`src/rtl/lut_cell_pkg.sv`:
```
package lut_cell_pkg;

    // Address bits of one half in memory mode
    localparam int ADDR_W   = 4;
    // Bits per memory word of one half
    localparam int WORD_W   = 2;
    // Number of halves in a cell
    localparam int NUM_HALF = 2;
    // Inputs per half (address plus write enable in memory mode)
    localparam int SEL_W    = ADDR_W + 1;
    localparam int DEPTH    = 1 << ADDR_W;
    localparam int TBL_W    = DEPTH * WORD_W;
    localparam int IDX_W    = $clog2(TBL_W);
    localparam int OUT_W    = NUM_HALF * WORD_W;

    typedef enum logic {
        HM_LOGIC  = 1'b0,
        HM_MEMORY = 1'b1
    } half_mode_e;

    typedef enum logic {
        JS_SPLIT  = 1'b0,
        JS_JOINED = 1'b1
    } join_state_e;

    typedef logic [TBL_W-1:0]  table_t;
    typedef logic [WORD_W-1:0] word_t;
    typedef logic [ADDR_W-1:0] addr_t;
    typedef logic [SEL_W-1:0]  sel_t;

endpackage

```
`src/rtl/lut_join_ctrl.sv`:
```
module lut_join_ctrl
    import lut_cell_pkg::*;
(
    input  logic clk,
    input  logic rst_n,
    input  logic cfg_load,
    input  logic cfg_join,
    output logic joined
);

    join_state_e state_q;
    join_state_e state_d;

    // State register
    always_ff @(posedge clk or negedge rst_n) begin
        if (!rst_n) begin
            state_q <= JS_SPLIT;
        end else begin
            state_q <= state_d;
        end
    end

    // Transitions: a load with the join flag set enters the joined state,
    // a load with the flag clear leaves it
    always_comb begin
        state_d = state_q;
        unique case (state_q)
            JS_SPLIT: begin
                if (cfg_load && cfg_join) begin
                    state_d = JS_JOINED;
                end
            end
            JS_JOINED: begin
                if (cfg_load && !cfg_join) begin
                    state_d = JS_SPLIT;
                end
            end
            default: state_d = JS_SPLIT;
        endcase
    end

    // Outputs
    always_comb begin
        unique case (state_q)
            JS_JOINED: joined = 1'b1;
            default:   joined = 1'b0;
        endcase
    end

endmodule

```
`src/rtl/lut_wr_steer.sv`:
```
module lut_wr_steer
    import lut_cell_pkg::*;
(
    input  sel_t                a_in,
    input  sel_t                b_in,
    input  logic                wpe,
    input  logic                cfg_load,
    input  logic                joined,
    input  logic [NUM_HALF-1:0] half_mem,
    output logic [NUM_HALF-1:0] half_we,
    output addr_t               half_addr [NUM_HALF]
);

    logic [NUM_HALF-1:0] pin_we;
    addr_t               own_addr [NUM_HALF];

    assign pin_we[0]   = a_in[SEL_W-1];
    assign pin_we[1]   = b_in[SEL_W-1];
    assign own_addr[0] = a_in[ADDR_W-1:0];
    assign own_addr[1] = b_in[ADDR_W-1:0];

    // Half 0 always uses its own address. In joined mode every other half
    // follows the half-0 address.
    for (genvar h = 0; h < NUM_HALF; h++) begin : g_half
        // Per-half enable pin ANDed with the shared port enable; a load
        // cycle suppresses every write
        assign half_we[h] = half_mem[h] & pin_we[h] & wpe & ~cfg_load;

        if (h == 0) begin : g_lead
            assign half_addr[h] = own_addr[h];
        end else begin : g_follow
            assign half_addr[h] = joined ? own_addr[0] : own_addr[h];
        end
    end

endmodule

```
`src/rtl/lut_half_table.sv`:
```
module lut_half_table
    import lut_cell_pkg::*;
(
    input  logic   clk,
    input  logic   rst_n,
    input  logic   cfg_ld,
    input  logic   cfg_mem,
    input  table_t cfg_tbl,
    input  logic   force_mem,
    input  sel_t   sel_in,
    input  addr_t  addr,
    input  logic   wr_en,
    input  word_t  wr_data,
    output word_t  dout,
    output logic   is_mem
);

    half_mode_e mode_q;
    half_mode_e mode_d;
    half_mode_e eff_mode;
    table_t     tbl_q;
    logic [IDX_W-1:0] base;
    word_t      mem_word;

    // Mode state register
    always_ff @(posedge clk or negedge rst_n) begin
        if (!rst_n) begin
            mode_q <= HM_LOGIC;
        end else begin
            mode_q <= mode_d;
        end
    end

    // Mode transitions, taken only on a load aimed at this half
    always_comb begin
        mode_d = mode_q;
        unique case (mode_q)
            HM_LOGIC: begin
                if (cfg_ld && cfg_mem) begin
                    mode_d = HM_MEMORY;
                end
            end
            HM_MEMORY: begin
                if (cfg_ld && !cfg_mem) begin
                    mode_d = HM_LOGIC;
                end
            end
            default: mode_d = HM_LOGIC;
        endcase
    end

    // Joining overrides the stored mode without changing it
    assign eff_mode = force_mem ? HM_MEMORY : mode_q;
    assign base     = IDX_W'(int'(addr) * WORD_W);

    // Table storage: the load port has priority, then memory writes
    always_ff @(posedge clk or negedge rst_n) begin
        if (!rst_n) begin
            tbl_q <= '0;
        end else if (cfg_ld) begin
            tbl_q <= cfg_tbl;
        end else if (wr_en) begin
            for (int k = 0; k < WORD_W; k++) begin
                tbl_q[base + IDX_W'(k)] <= wr_data[k];
            end
        end
    end

    always_comb begin
        for (int k = 0; k < WORD_W; k++) begin
            mem_word[k] = tbl_q[base + IDX_W'(k)];
        end
    end

    // Outputs
    always_comb begin
        unique case (eff_mode)
            HM_MEMORY: begin
                dout   = mem_word;
                is_mem = 1'b1;
            end
            default: begin
                dout   = {WORD_W{tbl_q[IDX_W'(sel_in)]}};
                is_mem = 1'b0;
            end
        endcase
    end

endmodule

```
`src/rtl/lut_cell.sv`:
```
module lut_cell
    import lut_cell_pkg::*;
(
    input  logic             clk,
    input  logic             rst_n,
    input  logic [SEL_W-1:0] a_in,
    input  logic [SEL_W-1:0] b_in,
    input  logic [OUT_W-1:0] wd,
    input  logic             wpe,
    input  logic             cfg_load,
    input  logic             cfg_half,
    input  logic             cfg_mem,
    input  logic             cfg_join,
    input  logic [TBL_W-1:0] cfg_table,
    output logic [OUT_W-1:0] f_out
);

    logic                joined;
    logic [NUM_HALF-1:0] half_mem;
    logic [NUM_HALF-1:0] half_we;
    addr_t               half_addr [NUM_HALF];
    sel_t                half_sel  [NUM_HALF];
    logic                mem_a;
    logic                mem_b;

    assign half_sel[0] = a_in;
    assign half_sel[1] = b_in;
    assign mem_a       = half_mem[0];
    assign mem_b       = half_mem[1];

    lut_join_ctrl u_join (
        .clk      (clk),
        .rst_n    (rst_n),
        .cfg_load (cfg_load),
        .cfg_join (cfg_join),
        .joined   (joined)
    );

    lut_wr_steer u_steer (
        .a_in      (a_in),
        .b_in      (b_in),
        .wpe       (wpe),
        .cfg_load  (cfg_load),
        .joined    (joined),
        .half_mem  (half_mem),
        .half_we   (half_we),
        .half_addr (half_addr)
    );

    // Half 0 (A) owns the upper data and output lines
    for (genvar h = 0; h < NUM_HALF; h++) begin : g_half
        localparam int LANE = (NUM_HALF - 1 - h) * WORD_W;

        lut_half_table u_tbl (
            .clk       (clk),
            .rst_n     (rst_n),
            .cfg_ld    (cfg_load && (int'(cfg_half) == h)),
            .cfg_mem   (cfg_mem),
            .cfg_tbl   (cfg_table),
            .force_mem (joined),
            .sel_in    (half_sel[h]),
            .addr      (half_addr[h]),
            .wr_en     (half_we[h]),
            .wr_data   (wd[LANE +: WORD_W]),
            .dout      (f_out[LANE +: WORD_W]),
            .is_mem    (half_mem[h])
        );
    end

endmodule

```
`config.mk`:
```
export PLATFORM = sky130hd
export DESIGN_NAME = lut_cell
export DESIGN_NICKNAME = d
export VERILOG_FILES = /design/src/rtl/lut_cell_pkg.sv /design/src/rtl/lut_join_ctrl.sv /design/src/rtl/lut_wr_steer.sv /design/src/rtl/lut_half_table.sv /design/src/rtl/lut_cell.sv
export SDC_FILE = /design/constraint.sdc
export NUM_CORES = 1
export LEC_CHECK = 0
export ABC_AREA = 1
export ABC_CLOCK_PERIOD_IN_PS = 2200
export CAP_MARGIN = 0
export CORE_ASPECT_RATIO = 1.4
export CORE_UTILIZATION = 55
export CTS_CLUSTER_SIZE = 20
export DETAILED_ROUTE_END_ITERATION = 16
export PLACE_DENSITY = 0.79
export RECOVER_POWER = 50
export SYNTH_ARGS = -nofsm -noshare
export SYNTH_HDL_FRONTEND = slang
export SYNTH_SLANG_ARGS = --single-unit
```
`constraint.sdc`:
```
create_clock -name clk -period 2.2 [get_ports clk]
set_clock_uncertainty 0.1 [all_clocks]
set_input_delay 0.44 -clock clk [delete_from_list [all_inputs] [get_ports clk]]
set_output_delay 0.44 -clock clk [all_outputs]
set_load 0.01 [all_outputs]
```
==> flow_summary.toml <==
[run_status]
outcome = "finished, violations left"
violations = "capacitance limit, slew limit, setup timing"

[floorplan]
initial_utilization_pct = 57.28
core_area_um2 = 8198
fp.dieH_um = 111.3
design.portCount = 57
die-width_um = 80.09
die_area_um2 = 8916
fp-row-count = 39

[final_layout]
filler_cell_count = 495
largest_register_ff_count = 64
syn_to_final_growth_pct = 43.99
post-route-util_pct = 82.48
multi_input_area_um2 = 3008
layout.area.seq_um2 = 1679
largestRegisters = "g_half.u_tbl.tbl_q: 64 flops"
stdcell_area_um2 = 6761
drive_gt1_share_pct = 25.86
largest-register = "g_half.u_tbl.tbl_q"
fin_nets = 888

[power]
p_per_area_nw_per_um2 = 679.2
total_leakage_power_uw = 0.003221
max-vdd-ir-drop_mv = 0.5849

[drt]
drt_first_pass_iters = 6
dr.first_iter.drc_count = 875
number_of_design_rule_violations_left_after_detail_routing = 0
vias = 6064
post_drt_via_cell_ratio = 6.437
routed_wire_length_per_instance_um = 21.95
postRouteWirelength_um = 20680
final_antenna_net_count = 0

[cts]
tritoncts.num_buffers = 9
cts-htree-levels = 3
clock-sinks = 67
tritoncts = "yes"
clk_pin_slew_ns = 0.06
cts_hold_buf = 0
clockBufferDepth = 2
clock_tree.root_cell = "clkbuf_16"
clkLatencyLatePin_ns = 0.33

[logic_synthesis]
synth_edf_count = 0
synth-warning-count = 0
seq_area_frac_synth_pct = 35.70
syn-num-nets = 755
syn-instance-count = 702
synth.avg_cell_area_um2 = 6.689
synth-main-ff-cell = "dfrtp_1"
syn_area_um2 = 4696
postSynth.asyncResetShare_pct = 100.0
post_synth_num_cell_types = 29
ffs_latches_synth = 67

[setup_path]
cpMostUsedCell = "nand2_1"
critical_path.cell_chain = "inv_4 > nand2_8 > buf_6 > nand3_1 > nand2_1 > nand2_1 > nand2_1 > nand2_1 > nand2_2 > o21ai_1 > nand2_1 > buf_2"
critical_path_arrival_ns = 1.96
worst_setup_path_start_kind = "flip-flop"
path_buf_inv = 3
critPathMaxFanout = 6
max_stage_delay_on_crit_path_ns = 0.46
critical_path_required_ns = 1.66
critical-path-slowest-cell = "dfrtp_2"
timing.critical_path.max_delay_family = "simple AND/OR/NAND/NOR gates"
critical_path_class = "flip-flop to output pin"
worstSetupEndpointType = "output pin"

[min_path]
min_path_type = "flip-flop to flip-flop"

[timing]
fmaxAchievable_mhz = 400.0
final_period_minus_worst_setup_slack_ns = 2.500
grt_setup_unrepaired = "true"
hold_viol = 0
layout_worst_path_cycle_share_pct = 113.6
slew_viol_final = 68
layout_setup_ws_ns = -0.2997
finalSetupViolations = 3
fin_tns_setup_ns = -0.5990
worst_case_headroom_to_the_max_slew_limit_pct = -11.83
timing_worst_slew_pin_value_ns = 1.677

[global_route]
grt_pass1_vias = 6220
grt-ovfl-total = 0
grtUsageTotal_pct = 47.91
pin_count_of_the_biggest_net_entering_global_routing = 68
grt_pass1_wl_um = 31740
initial_antenna_violation_count = 2

[flow_run]
drv.max_cap_violation_count = 1

[placement]
place.detailed.hpwl_um = 13230
io_buffers = 56
detailed_place.area_um2 = 5898
gp_congestion = 1.030
[final timing paths]
| path | startpoint | endpoint | slack [ns] | cells past startpoint |
|---|---|---|---|---|
| max reg2reg | flip-flop | g_half[1].u_tbl.tbl_q[5] | 0 | 10 |
| min in group asynchronous | rst_n | g_half[0].u_tbl.tbl_q[30] | 0.52 | 2 |
| min reg2reg | g_half[0].u_tbl.tbl_q[4] | g_half[0].u_tbl.tbl_q[4] | 0.41 | 2 |
| max | flip-flop | f_out[1] | -0.30 | 12 |
| max in group asynchronous | rst_n | g_half[0].u_tbl.tbl_q[10] | 0.35 | 2 |
| min | g_half[0].u_tbl.tbl_q[4] | g_half[0].u_tbl.tbl_q[4] | 0.41 | 2 |
[repair_timing]
action | CTS | global route
gates cloned | 4 | 0
setup endpoints to repair | 11 | 12
gates resized for setup | 93 | 49
pin swaps | 27 | 26
buffers inserted | 8 | 3
[power breakdown]
part	total, µW	internal [µW]	leakage, µW	switching (µW)
logic	1450	623	0.00229	829
registers	1660	1430	0.000781	228
clock network	1480	937	0.000149	542
total	4590	2990	0.00322	1600
[worst register-to-register path: cells and delay by family, from the launching register on]
family	cells	cell delay [ns]
AO/OA/AOI/OAI	2	0.33
AND/OR/NAND/NOR	4	0.62
flip-flops	1	0.46
buffers and inverters	4	0.56
[placed cells by master (no fill, tap or decap), types with 4 or more instances in the layout]
master           instances
buf_6                   10
o21ai_4                  4
clkbuf_16                9
nand2_4                  7
buf_12                   8
nand4_1                  5
dlygate4sd2_1            4
dfrtp_1                 65
nor2_2                   7
nand2_8                  5
nand3_2                 26
buf_2                    5
nand2_1                310
nand3_1                 49
clkdlybuf4s50_1         45
inv_2                   12
inv_4                    4
a21oi_1                  8
o21ai_0                 26
inv_1                   22
o211ai_1                49
buf_4                   71
nand2_2                 22
nor2_1                  16
nor2_4                   9
o21ai_1                 13
o221ai_1                 6
[Yosys cell counts, types with 3 or more instances]
library cell    n  area [µm²]
a21oi_1         8       40.04
buf_1           3       11.26
buf_2           8       40.04
buf_4           5       37.54
buf_6           4       45.04
clkbuf_1        8       30.03
dfrtp_1        67        1677
inv_1          29       108.9
inv_2          10       37.54
nand2_1       334        1254
nand2_2         5       31.28
nand2_4         5       56.30
nand3_1        74       370.4
nand4_1         5       31.28
nor2_1         18       67.56
nor2_2          8       50.05
nor2_4          6       67.56
o211ai_1       49       367.9
o21ai_0        37       185.2
o221ai_1        6       52.55
[kinds of logic after synthesis]
group	Yosys count	share of synthesized area, %
AND/OR/NAND/NOR	457	41.62
buffers and inverters	67	6.608
AO/OA/AOI/OAI	111	16.07
flip-flops	67	35.70
[cell type report]
type,instances,share of cell area [%]
diodes,1,0.03701
clock buffers,12,3.793
well taps,102,1.887
inverters,39,2.498
repair buffers,150,21.76
multi-input cells,568,44.49
flip-flops and latches,67,24.83
clock inverters,3,0.7032
[stage by stage]
step / hold slack [ns] / total power [µW] / setup slack [ns] / cells
floorplan: 0.04441 / 2282 / 0.2567 / 702
global placement: 0.3669 / 2812 / -0.8982 / 911
detailed placement: 0.3768 / 2847 / -0.8843 / 911
CTS: 0.02998 / 4408 / -0.1621 / 938
global route: 0.4326 / 4779 / -0.4337 / 942
finish: 0.4077 / 4592 / -0.2997 / 942
[metal layers]
| layer | part of all wire [%] | GRT usage, % |
|---|---|---|
| met4 | 9.9 | 38.81 |
| met5 | 0.29 | 0 |
| met2 | 47 | 75.27 |
| met1 | 31 | 49.68 |
| met3 | 12 | 18.77 |
(Power assumes the default switching activity.)
